$ cat config.mk
export PLATFORM = sky130hd
export DESIGN_NAME = dual_integ_sequencer
export DESIGN_NICKNAME = d
export VERILOG_FILES = /design/src/rtl/disq_pkg.sv /design/src/rtl/disq_sync.sv /design/src/rtl/disq_ctrl.sv /design/src/rtl/disq_decode.sv /design/src/rtl/dual_integ_sequencer.sv
export SDC_FILE = /design/constraint.sdc
export NUM_CORES = 1
export LEC_CHECK = 0
export BUFFER_PORTS_ARGS = -buffer_cell sky130_fd_sc_hd__buf_2
export CORE_MARGIN = 3
export CORE_UTILIZATION = 53
export CTS_BUF_LIST = sky130_fd_sc_hd__clkbuf_4 sky130_fd_sc_hd__clkbuf_8
export DETAILED_ROUTE_END_ITERATION = 7
export PLACE_DENSITY = 0.81
export SYNTH_ARGS = -nofsm -noshare
export SYNTH_HDL_FRONTEND = slang
export SYNTH_SLANG_ARGS = --single-unit
$ cat constraint.sdc
create_clock -name clk -period 2.4 [get_ports clk]
set_clock_uncertainty 0.05 [all_clocks]
set_input_delay 0.36 -clock clk [delete_from_list [all_inputs] [get_ports clk]]
set_output_delay 0.36 -clock clk [all_outputs]
set_load 0.005 [all_outputs]
$ cat src/rtl/disq_pkg.sv
package disq_pkg;

    localparam int NUM_INTEG = 4;
    localparam int MUX_W     = 2;

    typedef enum logic [1:0] {
        PH_CONV1 = 2'd0,
        PH_CONV2 = 2'd1,
        PH_CLEAR = 2'd2,
        PH_PARK  = 2'd3
    } phase_e;

    typedef enum logic [1:0] {
        CFG_INTEG,
        CFG_WAIT,
        CFG_CONV,
        CFG_CLEAR
    } cfg_e;

    typedef struct packed {
        logic clr;
        logic integ;
        logic vref;
        logic adc;
    } sw_t;

    // switch pattern of one front-end configuration
    function automatic sw_t cfg_to_sw(cfg_e c);
        sw_t s;
        s = '0;
        case (c)
            CFG_INTEG: s.integ = 1'b1;
            CFG_CONV:  begin s.adc = 1'b1; s.vref = 1'b1; end
            CFG_CLEAR: begin s.clr = 1'b1; s.vref = 1'b1; end
            default:   s = '0;
        endcase
        return s;
    endfunction

    // configuration of integrator (side, chan) given sequencer state
    function automatic cfg_e integ_cfg(logic side, logic chan,
                                       logic active_side, phase_e ph);
        cfg_e c;
        if (side == active_side) begin
            c = CFG_INTEG;
        end else begin
            case (ph)
                PH_CONV1: c = (chan == 1'b0) ? CFG_CONV : CFG_WAIT;
                PH_CONV2: c = (chan == 1'b1) ? CFG_CONV : CFG_WAIT;
                PH_CLEAR: c = CFG_CLEAR;
                default:  c = CFG_WAIT;
            endcase
        end
        return c;
    endfunction

endpackage

$ cat src/rtl/disq_sync.sv
module disq_sync (
    input  logic clk,
    input  logic rst,
    input  logic d_async,
    output logic d_sync
);
    logic stage1;

    always_ff @(posedge clk) begin
        if (rst) begin
            stage1 <= 1'b0;
            d_sync <= 1'b0;
        end else begin
            stage1 <= d_async;
            d_sync <= stage1;
        end
    end
endmodule

$ cat src/rtl/disq_ctrl.sv
module disq_ctrl
    import disq_pkg::*;
#(
    parameter int CONV_CYCLES  = 2200,
    parameter int RESET_CYCLES = 100,
    parameter int RANGE_W      = 3
) (
    input  logic               clk,
    input  logic               rst,
    input  logic               sel_s,
    input  logic               test_en,
    input  logic [RANGE_W-1:0] range_code,
    output logic               active_side,
    output phase_e             phase,
    output logic [1:0]         test_inj,
    output logic [RANGE_W-1:0] range_q,
    output logic               result_ready,
    output logic               overrun
);
    localparam int LONGEST = (CONV_CYCLES > RESET_CYCLES) ? CONV_CYCLES : RESET_CYCLES;
    localparam int CNT_W   = $clog2(LONGEST + 1);
    localparam logic [CNT_W-1:0] CONV_LAST  = CNT_W'(CONV_CYCLES - 1);
    localparam logic [CNT_W-1:0] CLEAR_LAST = CNT_W'(RESET_CYCLES - 1);

    logic [CNT_W-1:0] cnt;
    logic             sel_d;
    logic             want_side;
    logic             swap_due;
    logic             converting;
    logic             conv2_end;

    always_comb begin
        want_side  = ~sel_s;
        converting = (phase == PH_CONV1) || (phase == PH_CONV2);
        conv2_end  = (phase == PH_CONV2) && (cnt == CONV_LAST);
        swap_due   = (want_side != active_side) && (!converting || conv2_end);
    end

    always_ff @(posedge clk) begin
        if (rst) begin
            active_side  <= 1'b1;
            phase        <= PH_PARK;
            cnt          <= '0;
            sel_d        <= 1'b0;
            test_inj     <= 2'b00;
            range_q      <= '0;
            result_ready <= 1'b0;
            overrun      <= 1'b0;
        end else begin
            sel_d        <= sel_s;
            result_ready <= conv2_end;
            if (converting && (sel_s != sel_d))
                overrun <= 1'b1;
            if (swap_due) begin
                active_side <= want_side;
                phase       <= PH_CONV1;
                cnt         <= '0;
                test_inj    <= test_en ? (want_side ? 2'b10 : 2'b01) : 2'b00;
                range_q     <= range_code;
            end else begin
                case (phase)
                    PH_CONV1: begin
                        if (cnt == CONV_LAST) begin
                            phase <= PH_CONV2;
                            cnt   <= '0;
                        end else cnt <= cnt + 1'b1;
                    end
                    PH_CONV2: begin
                        if (cnt == CONV_LAST) begin
                            phase <= PH_CLEAR;
                            cnt   <= '0;
                        end else cnt <= cnt + 1'b1;
                    end
                    PH_CLEAR: begin
                        if (cnt == CLEAR_LAST) begin
                            phase <= PH_PARK;
                            cnt   <= '0;
                        end else cnt <= cnt + 1'b1;
                    end
                    default: cnt <= '0;
                endcase
            end
        end
    end
endmodule

$ cat src/rtl/disq_decode.sv
module disq_decode
    import disq_pkg::*;
#(
    parameter int RANGE_W = 3
) (
    input  logic                  active_side,
    input  phase_e                phase,
    input  logic [RANGE_W-1:0]    range_q,
    output logic [NUM_INTEG-1:0]  sw_rst,
    output logic [NUM_INTEG-1:0]  sw_int,
    output logic [NUM_INTEG-1:0]  sw_ref,
    output logic [NUM_INTEG-1:0]  sw_adc,
    output logic [MUX_W-1:0]      mux_sel,
    output logic                  ext_cap,
    output logic [(2**RANGE_W)-2:0] int_range
);
    localparam int NUM_RANGES = (2**RANGE_W) - 1;

    for (genvar g = 0; g < NUM_INTEG; g++) begin : g_integ
        localparam logic SIDE = 1'((g / 2) % 2);
        localparam logic CHAN = 1'(g % 2);
        sw_t s;
        always_comb begin
            s         = cfg_to_sw(integ_cfg(SIDE, CHAN, active_side, phase));
            sw_rst[g] = s.clr;
            sw_int[g] = s.integ;
            sw_ref[g] = s.vref;
            sw_adc[g] = s.adc;
        end
    end

    for (genvar r = 0; r < NUM_RANGES; r++) begin : g_range
        assign int_range[r] = (range_q == RANGE_W'(r + 1));
    end

    assign ext_cap = (range_q == '0);
    assign mux_sel = {~active_side, phase == PH_CONV2};
endmodule

$ cat src/rtl/dual_integ_sequencer.sv
module dual_integ_sequencer
    import disq_pkg::*;
#(
    parameter int CONV_CYCLES  = 2200,
    parameter int RESET_CYCLES = 100,
    parameter int RANGE_W      = 3
) (
    input  logic                    clk,
    input  logic                    rst,
    input  logic                    conv_sel,
    input  logic                    test_en,
    input  logic [RANGE_W-1:0]      range_code,
    output logic [3:0]              sw_rst,
    output logic [3:0]              sw_int,
    output logic [3:0]              sw_ref,
    output logic [3:0]              sw_adc,
    output logic [1:0]              mux_sel,
    output logic [1:0]              test_inj,
    output logic                    ext_cap,
    output logic [(2**RANGE_W)-2:0] int_range,
    output logic                    result_ready,
    output logic                    overrun
);
    logic               sel_s;
    logic               active_side;
    phase_e             phase;
    logic [RANGE_W-1:0] range_q;

    disq_sync u_sync (
        .clk     (clk),
        .rst     (rst),
        .d_async (conv_sel),
        .d_sync  (sel_s)
    );

    disq_ctrl #(
        .CONV_CYCLES  (CONV_CYCLES),
        .RESET_CYCLES (RESET_CYCLES),
        .RANGE_W      (RANGE_W)
    ) u_ctrl (
        .clk          (clk),
        .rst          (rst),
        .sel_s        (sel_s),
        .test_en      (test_en),
        .range_code   (range_code),
        .active_side  (active_side),
        .phase        (phase),
        .test_inj     (test_inj),
        .range_q      (range_q),
        .result_ready (result_ready),
        .overrun      (overrun)
    );

    disq_decode #(
        .RANGE_W (RANGE_W)
    ) u_dec (
        .active_side (active_side),
        .phase       (phase),
        .range_q     (range_q),
        .sw_rst      (sw_rst),
        .sw_int      (sw_int),
        .sw_ref      (sw_ref),
        .sw_adc      (sw_adc),
        .mux_sel     (mux_sel),
        .ext_cap     (ext_cap),
        .int_range   (int_range)
    );
endmodule

; ---- Word level (Yosys, flattened, before mapping)
; Index checks and enable logic that the tools add are counted.
[totals]
reg_bits = 25
word_cells = 89
[op_classes]
add_sub_neg = 1
n_eq_ne = 24
mux = 32
n_bitwise = 2
reduce_logical = 20
[ops]
columns = op, n
row1 = 12-bit 2-to-1 mux, 2
row2 = 12-bit case mux with 2 select lines, 1
row3 = 2-bit 2-to-1 mux, 10
row4 = 2-bit equality test (second input constant), 9
row5 = 1-bit 2-to-1 mux, 16
row6 = 12-bit by 1-bit adder with 12-bit output (second input constant), 1
row7 = 12-bit equality test (second input constant), 1
row8 = 12-bit by 7-bit equality test with 1-bit output (second input constant), 1
row9 = 3-bit equality test (second input constant), 4
row10 = 2-bit OR reduction, 6
row11 = 2-bit zero test, 5
row12 = 2-bit case mux with 2 select lines, 2
row13 = 3-bit by 2-bit equality test with 1-bit output (second input constant), 2
row14 = 3-bit by 1-bit inequality test with 1-bit output (second input constant), 2
row15 = 2-bit case mux with 3 select lines, 1
row16 = 4-bit AND reduction, 1
row17 = 4-bit nonzero test, 1
row18 = 3-bit by 1-bit equality test with 1-bit output (second input constant), 1
row19 = 1-bit logical AND, 3
row20 = 3-bit zero test, 1
row21 = 3-bit by 2-bit inequality test with 1-bit output (second input constant), 1
row22 = 2-bit by 1-bit equality test with 1-bit output (second input constant), 1
row23 = 1-bit logical OR, 2
row24 = 1-bit inequality test, 2
row25 = other kinds (2), 3

; ---- Longest topological paths before layout
[logic_depth]
word_depth = 7
ltp_mapped = 8

; ---- Hierarchy
; From an unflattened synthesis, not the netlist that was laid out.
[hier_totals]
cells_unflattened = 159
hier_area_um2 = 1373.8
[by_module_without_submodules]
columns = module, n_inst, cells_per_inst, area_each_um2, seq_area_each_um2
row1 = disq_ctrl, 1, 121, 1107.3, 460.4
row2 = disq_decode, 1, 34, 214.0, 0.0
row3 = disq_sync, 1, 4, 52.6, 40.0

; ---- Worst setup path before layout
; Ideal clock, no wire load.
[synth_path]
path_kind = register -> register
startpoint = reg u_ctrl.cnt[0]
endpoint = reg u_ctrl.cnt[11]
setup_ps = 115
arrival_time_ps = 1863
required_time_ps = 2235
setup_slack_ps = 372
stages_incl_launch_ff = 8
path_cell_list = dfxtp_1 -> ha_1 -> or4b_4 -> nor4_4 -> o21bai_2 -> nand3_1 -> buf_4 -> nor2_1
[synth_between]
elab_chain_len = 5
elab_cells_between_ends = 10
cone_classes = add/sub (1) / eq/ne (2) / mux (3) / reduce/logical (4)
[synth_lines]
columns = item, line
row1 = "start, declared", disq_ctrl.sv:25  ; logic [CNT_W-1:0] cnt;
row2 = "start signal, assigned", disq_ctrl.sv:66  ; end else cnt <= cnt + 1'b1;
row3 = "start signal, assigned", disq_ctrl.sv:72  ; end else cnt <= cnt + 1'b1;
row4 = "start signal, assigned", disq_ctrl.sv:78  ; end else cnt <= cnt + 1'b1;
row5 = "parallel branches: the longest is 5 deep, another holds 12-bit by 1-bit adder with 12-bit output", -
; Parallel ways; which one is timed is not known.
; A chain may end at the register's enable or synchronous reset.

; ---- Worst setup path after layout
[layout_path]
startpoint = reg u_ctrl.cnt[0]
endpoint = reg u_ctrl.cnt[4]
; Same word-level chain as after synthesis.

==> impl_results.md <==
- Initial antenna violation count: 0
- DR WL/cell: 12.8 um
- Power Density: 684 nW/um^2
- Starting Density: just under 60%
- Largest net degree at the start of global routing: 16
- Vias post-DR: 1238
- Dominant synthesized flop cell: dfxtp_1
- WHS Path Cells: 2
- Asr flop ratio synth: 0%
- Mapped Area: 1350 um^2
- Mapped Nets: 177
- Worst-Margin Slew: approximately 420 ps
- Hpwl dp: 2.19 mm
- Final Max Slew Viols: 0
- Top cells by area, synth: dfxtp_1 (37%), nor2_1 (11%), xnor2_1 (5.2%)
- First drt pass iteration count: 5
- Synth Register Bits: 25
- Multi-input logic area: 778 um^2
- Share of post-route cells with drive strength above 1: 24.5%
- First-pass GRT wire length: just over 5 mm
- Die Ht: 56.4 um
- # IOs: 37
- Max cap viols: 0
- Root buffer cell: clkbuf_4
- Filler cell count: 199
- Placed Cells: 220
- Critical Path End Type: register
- Min Clock Period, post-route: 2230 ps
- Setup-failing EPs final: 0
- Final Non-Filler Cells: 224
- GRT Residual Overflow: 0
- Post-layout util: 66.9%
- Crit path required time: 2570 ps
- Inserted Clock Buffers: 3
- Rel. slew slack: a little under three quarters
- Leakage dissipation: about 0.00073 uW
- EDFF count, synth: 0
- Die width: 56.4 um
- CTS tree: yes
- Final ANT Viol Nets: 0
- Vias in the first global route: about 1200
- Placed cell area: 1520 um^2
- Status: finished clean
- Worst-case clock buffer depth: 2
- Yosys warns: 0
- Placer's final routability congestion estimate: 0.848
- Postcts setup bufs: 0
- DRC Markers: 0
- Type of the worst setup path: reg2reg
- Final period utilization: 93.0%
- Sequential cell area: 500 um^2
- Skew-Pair Late Insertion Delay: 320 ps
- Area Growth Syn to Fin: 15.2%
- Setup slack at placement: approximately 62 ps
- Final #Nets: 209
- Worst min path class: in2reg
- DRT iter0 DRCs: 48
- Register-to-Register Path Depth: 6
- R2R Setup Slk: roughly 170 ps
- Number of diodes: 0
- Final Hold Viols: 0
- Max H-tree Level: 1
- GRT Total Usage: about 20%
- RR Endpoint: u_ctrl.cnt[4]
- Hold_buf cts: 0
- Most frequent cell after synthesis: nor2_1
- Clock-pin slew on the worst setup and hold paths: between 100 and 150 ps
- DRT Wirelength: 2.86 mm
- Critical path launch point type: register
- RR Startpoint: u_ctrl.cnt[0]
- Max frequency: between 0.4 and 0.5 GHz
- Sequential share of the synthesized area: 37.2%
- FP Rows: 17
- Fin worst setup slack: approximately 170 ps
- Crit path from: u_ctrl.cnt[0]
- Vias per cell: 5.53
- Yosys top cell by area: dfxtp_1
- Die area: 3180 um^2
- # clock sinks: 25
- Core Box Area: 2320 um^2
- Syn avg cell area: 8.16 um^2
- Netlist cell types: 37
- Mapped Cells: about 170
- Crit-path max FO: 12
- Peak supply drop: 0.500 mV
- RSZ-0062 raised after global routing: no
- Post-CTS resize count: 0
- Hold Path Origin: conv_sel
- Synth top area share: approximately 37%
- WP data arrival: about 2400 ps
- Port-buffer cells: 36
- Cell area after layout: 1550 um^2
- Most frequent cells after synthesis: nor2_1 (40), dfxtp_1 (25), nand2_1 (10), xnor2_1 (8), nand3_1 (7)
- Sink of the worst hold path: u_sync.stage1
- Setup_tns: 0 ps
[flip-flops by register name (all words and copies together) (netlist names)]
register	flops
u_ctrl.cnt	12
u_ctrl.range_q	3
u_ctrl.phase	2
u_ctrl.test_inj	2
u_ctrl.active_side	1
u_ctrl.overrun	1
u_ctrl.result_ready	1
u_ctrl.sel_d	1
u_sync.d_sync	1
u_sync.stage1	1
[cell usage in the layout (no fill, tap or decap), types with 2 or more instances in the layout]
master,netlist,routed
o31ai_1,2,2
clkbuf_4,0,3
nor3b_1,3,3
a21o_1,2,2
a21oi_1,2,2
dfxtp_1,25,25
ha_1,5,5
and3b_1,2,2
xor2_1,4,4
nand3_1,7,6
and2_1,3,3
nor3_1,3,3
nor2b_1,5,5
buf_2,1,36
xnor2_1,8,8
o21ai_0,2,2
nor2_1,40,40
nand2_1,10,10
inv_1,6,6
mux2i_1,3,3
nand2b_1,2,2
or3_1,2,2
and3_1,6,6
[report_power, final]
group	internal (uW)	total, uW	switching [uW]	leakage [uW]
combinational	168	398	230	0.000511
clock	62.4	185	123	0.0000177
sequential	444	478	33.8	0.000203
[layer usage]
metal	up-vias	track usage, %	share of wire, %
li1	610	-	-
met1	573	23.3	43
met2	53	35.6	49
met3	2	2.76	7.0
met4	0	6.78	0.63
met5	-	0	0
[how the worst max path moves through the flow]
stage	cells past startpoint	slack [ps]	to
2_1_floorplan	7	370	u_ctrl.cnt[11]
3_3_place_gp	6	180	u_ctrl.cnt[6]
3_5_place_dp	6	60	u_ctrl.cnt[4]
4_1_cts	6	60	u_ctrl.cnt[4]
5_1_grt	6	60	u_ctrl.cnt[4]
6_report	6	170	u_ctrl.cnt[4]
[cell type report]
type	instances	share of cell area [%]
inverter	6	1.45
multi-input combinational	124	50.2
sequential	25	32.3
timing repair buffer	37	12.1
clock inverter	1	0.323
clock buffer	3	1.45
tap	28	2.26
[metrics by stage]
step | power (uW) | hold WS, ps
after floorplan | 754 | 364
after global placement | 856 | 368
after detailed placement | 876 | 381
after CTS | 1060 | 181
after global routing | 1130 | 196
final | 1060 | 193
[logic make-up after synthesis]
group           count (synthesis)  share of synthesized area (%)
compound gates                 15                           8.36
xor+xnor                       12                           7.81
fa+ha+maj                       5                           4.65
buf+inv                        16                           5.39
flops                          25                           37.2
mux                             3                           2.23
simple gates                   89                           34.4
[critical path, stage by stage (launching register included)]
cell	delay [ps]
dfxtp_1	390
ha_1	210
or4b_4	520
o41ai_1	400
o21ai_0	230
nand3_2	240
nor2_1	90
(Power assumes the default switching activity.)
